**config.mk**
```make
export PLATFORM = sky130hd
export DESIGN_NAME = ldr_cap_code_loader
export DESIGN_NICKNAME = d
export VERILOG_FILES = /design/src/rtl/ldr_pkg.sv /design/src/rtl/ldr_edge_pulse.sv /design/src/rtl/ldr_shifter.sv /design/src/rtl/ldr_code_reg.sv /design/src/rtl/ldr_cap_code_loader.sv
export SDC_FILE = /design/constraint.sdc
export NUM_CORES = 1
export LEC_CHECK = 0
export ABC_AREA = 1
export CORE_AREA = 2 2 39 41
export DETAILED_ROUTE_END_ITERATION = 7
export DIE_AREA = 0 0 41 43
export DONT_BUFFER_PORTS = 1
export PLACE_DENSITY = 0.73
export SLEW_MARGIN = 20
export SYNTH_ARGS = -nofsm -noshare
export SYNTH_HDL_FRONTEND = slang
export SYNTH_SLANG_ARGS = --single-unit
```
**constraint.sdc**
```tcl
create_clock -name clk -period 2.22 [get_ports clk]
set_input_delay 0.222 -clock clk [delete_from_list [all_inputs] [get_ports clk]]
set_output_delay 0.222 -clock clk [all_outputs]
set_load 0.05 [all_outputs]
```
**src/rtl/ldr_pkg.sv**
```systemverilog
package ldr_pkg;
  localparam int unsigned DEF_CODE_W = 7;

  function automatic int unsigned cnt_w(input int unsigned n);
    return $clog2(n + 1);
  endfunction
endpackage

```
**src/rtl/ldr_edge_pulse.sv**
```systemverilog
module ldr_edge_pulse (
  input  logic clk,
  input  logic rst_n,
  input  logic lvl_i,
  output logic pulse_o
);
  logic lvl_q;

  always_ff @(posedge clk or negedge rst_n) begin
    if (!rst_n) begin
      lvl_q   <= 1'b0;
      pulse_o <= 1'b0;
    end else begin
      lvl_q   <= lvl_i;
      pulse_o <= lvl_i & ~lvl_q;
    end
  end
endmodule

```
**src/rtl/ldr_shifter.sv**
```systemverilog
module ldr_shifter #(
  parameter int unsigned CODE_W = ldr_pkg::DEF_CODE_W
) (
  input  logic              clk,
  input  logic              rst_n,
  input  logic              start_i,
  input  logic              sdata_i,
  output logic [CODE_W-1:0] word_o,
  output logic              done_o,
  output logic              busy_o
);
  localparam int unsigned CW = ldr_pkg::cnt_w(CODE_W);
  localparam logic [CW-1:0] LAST = CW'(CODE_W - 1);

  logic [CODE_W-1:0] sh;
  logic [CW-1:0]     cnt;

  assign word_o = {sh[CODE_W-2:0], sdata_i};
  assign done_o = busy_o && !start_i && (cnt == LAST);

  always_ff @(posedge clk or negedge rst_n) begin
    if (!rst_n) begin
      sh     <= '0;
      cnt    <= '0;
      busy_o <= 1'b0;
    end else if (start_i) begin
      sh     <= '0;
      cnt    <= '0;
      busy_o <= 1'b1;
    end else if (busy_o) begin
      sh  <= word_o;
      cnt <= cnt + CW'(1);
      if (done_o) busy_o <= 1'b0;
    end
  end
endmodule

```
**src/rtl/ldr_code_reg.sv**
```systemverilog
module ldr_code_reg #(
  parameter int unsigned CODE_W = ldr_pkg::DEF_CODE_W
) (
  input  logic              clk,
  input  logic              rst_n,
  input  logic              load_i,
  input  logic [CODE_W-1:0] d_i,
  output logic [CODE_W-1:0] q_o
);
  for (genvar k = 0; k < CODE_W; k++) begin : g_bit
    always_ff @(posedge clk or negedge rst_n) begin
      if (!rst_n)      q_o[k] <= 1'b0;
      else if (load_i) q_o[k] <= d_i[k];
    end
  end
endmodule

```
**src/rtl/ldr_cap_code_loader.sv**
```systemverilog
module ldr_cap_code_loader #(
  parameter int unsigned CODE_W = ldr_pkg::DEF_CODE_W
) (
  input  logic              clk,
  input  logic              rst_n,
  input  logic              hit_i,
  input  logic              sdata_i,
  output logic [CODE_W-1:0] cap_en_o
);
  logic              start_pulse;
  logic              word_done;
  logic              capturing;
  logic [CODE_W-1:0] word;

  ldr_edge_pulse u_edge (
    .clk    (clk),
    .rst_n  (rst_n),
    .lvl_i  (hit_i),
    .pulse_o(start_pulse)
  );

  ldr_shifter #(.CODE_W(CODE_W)) u_shift (
    .clk    (clk),
    .rst_n  (rst_n),
    .start_i(start_pulse),
    .sdata_i(sdata_i),
    .word_o (word),
    .done_o (word_done),
    .busy_o (capturing)
  );

  ldr_code_reg #(.CODE_W(CODE_W)) u_code (
    .clk   (clk),
    .rst_n (rst_n),
    .load_i(word_done),
    .d_i   (word),
    .q_o   (cap_en_o)
  );
endmodule

```
==> results of run 1 <==
[kinds of logic after synthesis]
group	count (synthesis)	synth area share
and+or+nand+nor	42	0.239
DFF	19	0.626
AOI/OAI and AO/OA	8	0.0527
adders and majority gates	2	0.0329
buffers and inverters	8	0.0494
[worst paths after layout]
check                                             end  slack (ns)  cells past startpoint
setup / recovery            u_code.q_o[3]$_DFFE_PN0P_        0.99                      7
hold / removal               u_edge.pulse_o$_DFF_PN0_        0.01                      2
setup reg to reg            u_code.q_o[3]$_DFFE_PN0P_        0.99                      7
hold reg to reg              u_edge.pulse_o$_DFF_PN0_        0.40                      1
max in group asynchronous  u_shift.cnt[1]$_DFFE_PN0P_        1.28                      1
min in group asynchronous   u_code.q_o[2]$_DFFE_PN0P_        0.45                      1
[flip-flops by register name, summed over array words and instances (netlist names)]
signal and cells:
u_shift.cnt 3, u_shift.sh 6, u_edge.lvl_q 1, u_code.q_o 7, u_shift.busy_o 1, u_edge.pulse_o 1
[cells in the final DEF (no fill, tap or decap), drive strengths merged]
cell type / instances
nand2: 26
a21oi: 1
o21ai: 7
ha: 2
dlygate4sd3: 2
inv: 6
dfrtp: 19
nand3: 13
clkinv: 2
nor2: 3
clkbuf: 3
[metal layers]
layer	vias up	routed length, um	GRT usage
met2	11	553	0.234
met1	241	592	0.245
li1	263	-	-
met4	0	28	0.100
met5	-	0	0
met3	5	43	0.0471
[worst max-delay path: stages, from the launching register on]
cell and delay [ns]:
dfrtp_1 0.40, inv_1 0.09, ha_1 0.14, nand2_1 0.06
inv_2 0.12, nand2_1 0.16, nand2_1 0.10, nand2_1 0.06
[layout make-up]
class | instances | area [um^2] | area share
flip-flops and latches | 19 | 475 | 0.583
clock inverters | 1 | 5.00 | 0.00613
multi-input cells | 52 | 246 | 0.302
inverters | 7 | 26.3 | 0.0322
repair buffers | 2 | 20.0 | 0.0245
clock buffers | 3 | 22.5 | 0.0276
well taps | 16 | 20.0 | 0.0245
[power by group through the flow]
stage	registers, mW	logic (mW)	clock network (mW)
3_3_place_gp	0.721	0.225	0
5_1_grt	0.733	0.289	0.190
6_report	0.719	0.239	0.168
3_5_place_dp	0.725	0.231	0
2_1_floorplan	0.699	0.203	0
4_1_cts	0.717	0.242	0.173
[per-stage QoR]
step	total power [mW]	utilization
after global routing	1.21	0.590
after detailed placement	0.956	0.555
final	1.13	0.590
after CTS	1.13	0.590
after global placement	0.946	0.555
after floorplan	0.902	-
==> results by group, run 1 <==
Yosys
  • Leading post-synthesis cells by cell area: dfrtp_1, nand2_1, nand3_1
  • Post-synth ARST share: 1.00
  • Synthesized area per cell: roughly 9.6 um^2
  • Most used flip-flop cell after synthesis: dfrtp_1
  • Synthesized flop and latch total: 19
  • Post-synth cell types: 12
  • Commonest cells post-synth: nand2_1, dfrtp_1, nand3_1
  • Sequential cell area fraction in the yosys report: 0.626
  • Mapped Area: about 760 um^2
  • Biggest area consumer among synthesized cells: dfrtp_1
  • Cells after synthesis: 79
  • Top cell type's share of synthesized area: 0.626
  • Number of synthesized flops with an enable pin: 0
  • Syn_nets: 85
  • Syn. warnings: 0
  • Most common cell in the netlist: nand2_1

Pwr
  • Pint: between 0.6 and 0.7 mW
  • VDD IR-drop max: approximately 0.58 mV
  • PwrDens: ~1400 mW/mm^2
  • Clock power share: 0.149
  • Comb power frac: 0.212
  • Sw frac: 0.452
  • Switch Pwr: 0.510 mW
  • Seq pwr share: 0.638
  • P_leak: approximately 0.43 nW

Routing
  • Wire length per cell: 12.2 um
  • Iteration-0 DRC Markers: 10
  • Final ANT Viol Nets: 0
  • # DRC: 0
  • Drt pass-1 iters: 3
  • Vias per std cell: approximately 5.2
  • Vias: 520
  • Routed WL: 1.22 mm

Placed design
  • Post-Place Cell Area: between 700 and 800 um^2
  • IO Port Bufs: 0
  • Routability cong.: around 0.85
  • Detailed placement HPWL: 873 um
  • Dpl cells: 94
  • DP Worst Slack: roughly 1.0 ns

Flow run
  • Max-cap viol count: 0

Floorplan
  • Initial Util: 0.549
  • Core ar.: ~0.0014 mm^2
  • Die X: between 40 and 50 um
  • Chip height: approximately 43 um
  • Cell row count: 14
  • Io pins: 11
  • Die area: between 0.0015 and 0.002 mm^2

STA
  • Headroom to the max-slew limit: 0.465
  • Final period utilization: 0.555
  • Setup ws final: between 0.9 and 1 ns
  • Final setup violation count: 0
  • Fmax achieved: 811 MHz
  • Post-Route Setup TNS: 0 ns
  • Unrepaired setup endpoints after global routing: false
  • Clk_skew: 0.000492 ns
  • Pins Over Slew Limit: 0
  • Min Tclk post-route: roughly 1.2 ns
  • Least-Margin Pin Slew: between 0.7 and 0.8 ns
  • Final hold slack: 0.0141 ns
  • Final Hold Violating Endpoints: 0

Clocking
  • Clk slew on worst S/H paths: 0.10 ns
  • Post_cts resized: 0
  • Deepest clock path buffer count: 2
  • Htree depth: 1
  • CTS tree: built
  • Worst skew pair latency: 0.29 ns
  • Total CTS buffers: 3
  • CTS Sinks: 19
  • Clock Tree Root: clkbuf_4
  • Setup repair bufs after CTS: 0
  • Number of hold buffers added after CTS: 2

Critical path
  • Crit path capture type: flip-flop
  • Worst EP required: around 2.4 ns
  • CP Launch Point: u_shift.cnt[0]$_DFFE_PN0P_
  • CP Class: flip-flop to flip-flop
  • Worst setup SP type: flip-flop
  • R2R Path Start: u_shift.cnt[0]$_DFFE_PN0P_
  • Crit-path max FO: 9
  • Arr. time, crit path: between 1 and 1.5 ns

Status
  • Outcome: complete, no violations

Finish
  • Filler Cells Inserted: 120
  • Design area: about 820 um^2
  • Nets: between 90 and 100
  • Layout cells sized above 1: 0.0833
  • Area Growth Syn to Fin: 7.41%
  • # diodes: 0
  • Fin cells: 100

GRT
  • First-pass GRT wire length: 1.99 mm
  • Largest net degree at the start of global routing: 20
  • Initial antenna violation count: 0
  • Grt total ovfl: 0
  • Vias in the first global route: 473
  • GRT Total Usage: 0.174

Worst hold path
  • Hold_sp: hit_i
  • Min-Delay Path Class: input pin to flip-flop
Note: power is estimated with default switching activity, not from simulation.
==> run 2, diff against run 1 <==
Settings changed: CORE_AREA 2 2 39 41 to unset, CORE_UTILIZATION set to 52, DIE_AREA 0 0 41 43 to unset, PLACE_DENSITY 0.73 to 0.7.
Clock period 2.22 ns to 1 ns, I/O delays scaled along.
==> results by group, run 2 (synthesized netlist as in run 1, its figures left out) <==
STA
  • Headroom to the max-slew limit: 0.442
  • Final period utilization: 1.08
  • Setup ws final: -0.0763 ns
  • Unrepaired setup endpoints after global routing: true
  • Final setup violation count: 14
  • Clk_skew: approximately 0.0013 ns
  • Least-Margin Pin Slew: 0.836 ns
  • Fmax achieved: between 900 and 1000 MHz
  • Pins Over Slew Limit: 0
  • Final hold slack: -0.0410 ns
  • Final Hold Violating Endpoints: 19
  • Min Tclk post-route: approximately 1.1 ns

Routing
  • Iteration-0 DRC Markers: 15
  • Vias: roughly 600
  • Vias per std cell: about 5
  • # DRC: 0
  • Final ANT Viol Nets: 0
  • Wire length per cell: approximately 12 um
  • Drt pass-1 iters: 4
  • Routed WL: 1.46 mm

Critical path
  • Crit path capture type: flip-flop
  • Max stage delay on crit path: around 0.46 ns
  • CP cell instances: nor2_4 -> buf_4 -> nand2_1 -> o21ai_0
  • R2R Path Start: u_edge.pulse_o$_DFF_PN0_
  • Worst setup SP type: flip-flop
  • Worst EP required: around 1.2 ns
  • Arr. time, crit path: 1.30 ns
  • Crit-path max FO: 5
  • CP Launch Point: u_edge.pulse_o$_DFF_PN0_
  • CP Class: flip-flop to flip-flop
  • Worst path buffer plus inverter count: 1
  • Max stage delay cell, worst path: dfrtp_1
  • CP top delay family: flip-flops

Finish
  • Commonest non-fill, non-tap cell in the layout: nand2_1
  • Largest reg by FF count: u_code.q_o
  • Design area: ~0.0010 mm^2
  • Nets: approximately 110
  • Area Growth Syn to Fin: 37.4%
  • # diodes: 0
  • Largest register FFs: 7
  • Layout cells sized above 1: 0.337
  • Largest regs: u_code.q_o x7, u_shift.sh x6, u_shift.cnt x3
  • Commonest cells after routing, fill and taps aside: nand2_1, dfrtp_1, nand3_1, buf_4, o21ai_0

Status
  • Outcome: finished, violations left
  • Failing checks: negative hold slack, negative setup slack

GRT
  • First-pass GRT wire length: 2.07 mm
  • Vias in the first global route: roughly 480
  • GRT Total Usage: 0.204
  • Largest net degree at the start of global routing: 20
  • Grt total ovfl: 0
  • Initial antenna violation count: 0

Placed design
  • Routability cong.: between 0.7 and 0.8
  • Detailed placement HPWL: around 960 um
  • IO Port Bufs: 0
  • DP Worst Slack: -0.0349 ns
  • Post-Place Cell Area: 890 um^2

Floorplan
  • Die X: just over 40 um
  • Die area: between 0.0015 and 0.002 mm^2
  • Cell row count: 13
  • Chip height: between 40 and 50 um
  • Core ar.: roughly 0.0013 mm^2
  • Io pins: 11
  • Initial Util: 0.569

Clocking
  • Clk slew on worst S/H paths: around 0.11 ns
  • Deepest clock path buffer count: 2
  • CTS tree: built
  • Total CTS buffers: 3
  • Clock Tree Root: clkbuf_4
  • Htree depth: 1
  • CTS Sinks: 19
  • Worst skew pair latency: roughly 0.3 ns

Pwr
  • VDD IR-drop max: roughly 1.7 mV
  • PwrDens: roughly 3000 mW/mm^2
  • P_leak: between 0.5 and 0.6 nW

Worst hold path
  • Min-Delay Path Class: input pin to asynchronous set/reset pin

Flow run
  • Max-cap viol count: 0
-- run 2: cell types whose count changed in the layout (fill, tap and decap cells not counted), sizes merged --
cell / previous run / this run
buf: 0 / 18
clkinv: 2 / 1
clkinvlp: 0 / 2
dlymetal6s4s: 0 / 1
-- run 2: layer usage --
| layer | track usage | vias to the layer above | routed length [um] |
|---|---|---|---|
| met1 | 0.254 | 275 | 676 |
| met5 | 0 | - | 0 |
| met2 | 0.319 | 13 | 695 |
| met4 | 0.117 | 0 | 28 |
| li1 | - | 304 | - |
| met3 | 0.0556 | 4 | 59 |
-- run 2: area by class of cell --
type | count | area (um^2)
flip-flops and latches | 19 | 475
multi-input cells | 52 | 293
fillers | 91 | 290
repair buffers | 21 | 186
inverters | 7 | 35.0
clock buffers | 3 | 22.5
well taps | 15 | 18.8
repair inverters | 1 | 7.51
clock inverters | 1 | 5.00
-- run 2: repair_timing --
item                       in CTS  in global routing
setup buffers                   2                  3
setup endpoints to repair       7                 42
pin swaps                       2                  2
resized for setup               1                 13
hold buffers                    3                  0
hold endpoints to repair       23                  0
gates cloned                    1                  0
-- run 2: metrics by stage --
| step | TNS, ns | total power [mW] | hold slack, ns | utilization | std cells |
|---|---|---|---|---|---|
| 2_1_floorplan | 0 | 2.07 | -0.196 | - | 79 |
| 3_3_place_gp | -0.0133 | 2.47 | -0.195 | 0.667 | 106 |
| 3_5_place_dp | -0.203 | 2.49 | -0.195 | 0.667 | 106 |
| 4_1_cts | -0.290 | 2.98 | 0.355 | 0.731 | 116 |
| 5_1_grt | -1.83 | 3.31 | 0.0412 | 0.782 | 119 |
| 6_report | -0.718 | 3.12 | -0.0410 | 0.782 | 119 |
-- run 2: report_power, final --
| group | switching (mW) | internal (mW) |
|---|---|---|
| Combinational | 0.870 | 0.602 |
| Sequential | 0.216 | 1.05 |
| Clock | 0.239 | 0.149 |
-- run 2: final timing paths --
| check | end | slack, ns | depth (start not counted) |
|---|---|---|---|
| max | u_shift.sh[1]$_DFFE_PN0P_ | -0.08 | 4 |
| min | u_code.q_o[6]$_DFFE_PN0P_ | -0.04 | 1 |
| max reg2reg | u_shift.sh[1]$_DFFE_PN0P_ | -0.08 | 4 |
| min reg2reg | u_edge.pulse_o$_DFF_PN0_ | 0.40 | 1 |
| max in group asynchronous | u_shift.sh[0]$_DFFE_PN0P_ | 0.53 | 1 |
| min in group clk | u_edge.lvl_q$_DFF_PN0_ | 0.40 | 1 |
-- run 2: worst reg2reg max path: cells and delay by family, from the launching register on --
kind	cells	cell delay (ns)
compound gates	1	0.07
buf+inv	1	0.18
flops	1	0.46
simple gates	2	0.29
==> run 3, diff against run 2 <==
Settings changed: CELL_PAD_IN_SITES_DETAIL_PLACEMENT set to 1, CELL_PAD_IN_SITES_GLOBAL_PLACEMENT set to 1, CORE_UTILIZATION 52 to 40, PLACE_DENSITY 0.7 to unset, PLACE_DENSITY_LB_ADDON set to 0.1.
==> results by group, run 3 (synthesized netlist as in run 1, its figures left out) <==
Finish
  • Filler Cells Inserted: 200
  • Multi-input logic area: a little under 300 um^2
  • Fin cells: about 130
  • Commonest cells after routing, fill and taps aside: nand2_1, dfrtp_1, nand3_1
  • Largest reg by FF count: u_code.q_o
  • Nets: 110
  • Area Growth Syn to Fin: 38.1%
  • Layout cells sized above 1: 0.340
  • # diodes: 0
  • Largest regs: u_code.q_o x7, u_shift.sh x6, u_shift.cnt x3
  • Storage element area: 475 um^2
  • Largest register FFs: 7
  • Post-layout util: 0.601

STA
  • Unrepaired setup endpoints after global routing: true
  • Final period utilization: 1.09
  • Final Hold Violating Endpoints: 19
  • Fmax achieved: roughly 920 MHz
  • Final hold slack: -0.0298 ns
  • Final setup violation count: 8
  • Min Tclk post-route: around 1.1 ns
  • Clk_skew: about 0.0013 ns
  • Pins Over Slew Limit: 0
  • Setup ws final: -0.0855 ns
  • Headroom to the max-slew limit: 0.432
  • Least-Margin Pin Slew: around 0.85 ns

Routing
  • Final ANT Viol Nets: 0
  • Drt pass-1 iters: 4
  • # DRC: 0
  • Vias per std cell: a little under 5
  • Vias: approximately 620
  • Routed WL: roughly 1.8 mm
  • Iteration-0 DRC Markers: 3
  • Wire length per cell: 14.1 um

GRT
  • Initial antenna violation count: 0
  • First-pass GRT wire length: roughly 2.7 mm
  • Grt total ovfl: 0
  • Largest net degree at the start of global routing: 20
  • Vias in the first global route: approximately 600
  • GRT Total Usage: 0.193

Clocking
  • CTS Sinks: 19
  • Htree depth: 1
  • Total CTS buffers: 3
  • Worst skew pair latency: roughly 0.29 ns
  • Clk slew on worst S/H paths: around 0.10 ns
  • Deepest clock path buffer count: 2
  • CTS tree: built
  • Clock Tree Root: clkbuf_4

Flow run
  • Max-cap viol count: 0

Pwr
  • Pint: 1.83 mW
  • Sw frac: 0.430
  • Clock power share: 0.121
  • P_leak: between 0.5 and 0.6 nW
  • PwrDens: 3060 mW/mm^2
  • VDD IR-drop max: 1.46 mV
  • Switch Pwr: ~1.4 mW
  • Seq pwr share: 0.400
  • Comb power frac: 0.479

Status
  • Outcome: finished, violations left
  • Failing checks: negative hold slack, negative setup slack

Critical path
  • Worst EP required: roughly 1.2 ns
  • Arr. time, crit path: between 1 and 1.5 ns
  • Worst setup SP type: flip-flop
  • Crit path capture type: flip-flop
  • CP Class: flip-flop to flip-flop
  • Crit-path max FO: 7

Placed design
  • Dpl cells: ~120
  • IO Port Bufs: 0
  • Routability cong.: roughly 0.71
  • Detailed placement HPWL: around 1.2 mm

Floorplan
  • Core ar.: between 0.0015 and 0.002 mm^2
  • Io pins: 11
  • Cell row count: 15
  • Chip height: 45.6 um
  • Initial Util: 0.435
  • Die area: between 0.002 and 0.0025 mm^2
  • Die X: approximately 46 um

Worst hold path
  • Min-Delay Path Class: input pin to asynchronous set/reset pin
## run 3: changes by cell type in the layout (fill, tap and decap cells not counted), sizes merged
cell	previous run	this run
buf	18	17
clkbuf	3	4
clkinvlp	2	1
## run 3: metrics by stage
stage	total power [mW]	instance area (um^2)	hold WS [ns]	setup slack, ns	setup TNS (ns)
detailed placement	2.55	902	-0.195	-0.0702	-0.570
finish	3.21	1050	-0.0298	-0.0855	-0.522
floorplan	2.07	785	-0.196	0.0144	0
global route	3.42	1050	0.0227	-0.143	-1.25
CTS	3.09	993	0.367	-0.0701	-0.468
global placement	2.51	902	-0.195	-0.0221	-0.151
## run 3: worst paths after layout
check | startpoint | endpoint | slack, ns | depth (start not counted)
max | u_shift.cnt[0]$_DFFE_PN0P_ | u_code.q_o[2]$_DFFE_PN0P_ | -0.09 | 7
min | rst_n | u_code.q_o[2]$_DFFE_PN0P_ | -0.03 | 1
max reg2reg | u_shift.cnt[0]$_DFFE_PN0P_ | u_code.q_o[2]$_DFFE_PN0P_ | -0.09 | 7
min reg2reg | u_edge.lvl_q$_DFF_PN0_ | u_edge.pulse_o$_DFF_PN0_ | 0.40 | 1
max in group asynchronous | rst_n | u_shift.sh[4]$_DFFE_PN0P_ | 0.51 | 1
min in group clk | hit_i | u_edge.lvl_q$_DFF_PN0_ | 0.38 | 1
## run 3: critical path: stages (launching register included)
cell and delay (ns):
dfrtp_1 0.40, inv_2 0.08, ha_4 0.14, nand2_4 0.06
inv_4 0.08, nand2_4 0.08, nand2_1 0.08, nand2_1 0.06
## run 3: layout make-up
cell class,instances,area share
clock buffers,4,0.0251
inverters,7,0.0286
multi-input cells,52,0.278
flip-flops and latches,19,0.453
well taps,25,0.0298
repair buffers,20,0.178
repair inverters,1,0.00716
## run 3: routing by layer
metal  wire length (um)  track usage  vias to the layer above  share of wire
met1                762        0.256                      303           0.42
li1                   -            -                      305              -
met5                  0            0                        -              0
met4                 11       0.0727                        0         0.0061
met2                980        0.294                       14           0.54
met3                 54       0.0595                        2          0.030
## run 3: power by group through the flow
stage	Sequential, mW	Clock [mW]	Combinational, mW
after floorplan	1.57	0	0.501
after global placement	1.26	0	1.25
after detailed placement	1.27	0	1.29
after CTS	1.26	0.405	1.43
after global routing	1.31	0.441	1.66
final	1.28	0.388	1.54
## run 3: timing repair
action | CTS | global route
pin swaps | 3 | 1
setup endpoints to repair | 14 | 40
gates resized for setup | 7 | 13
hold endpoints to repair | 23 | 0
setup buffers | 2 | 2
cloned | 1 | 0
hold buffers | 3 | 0
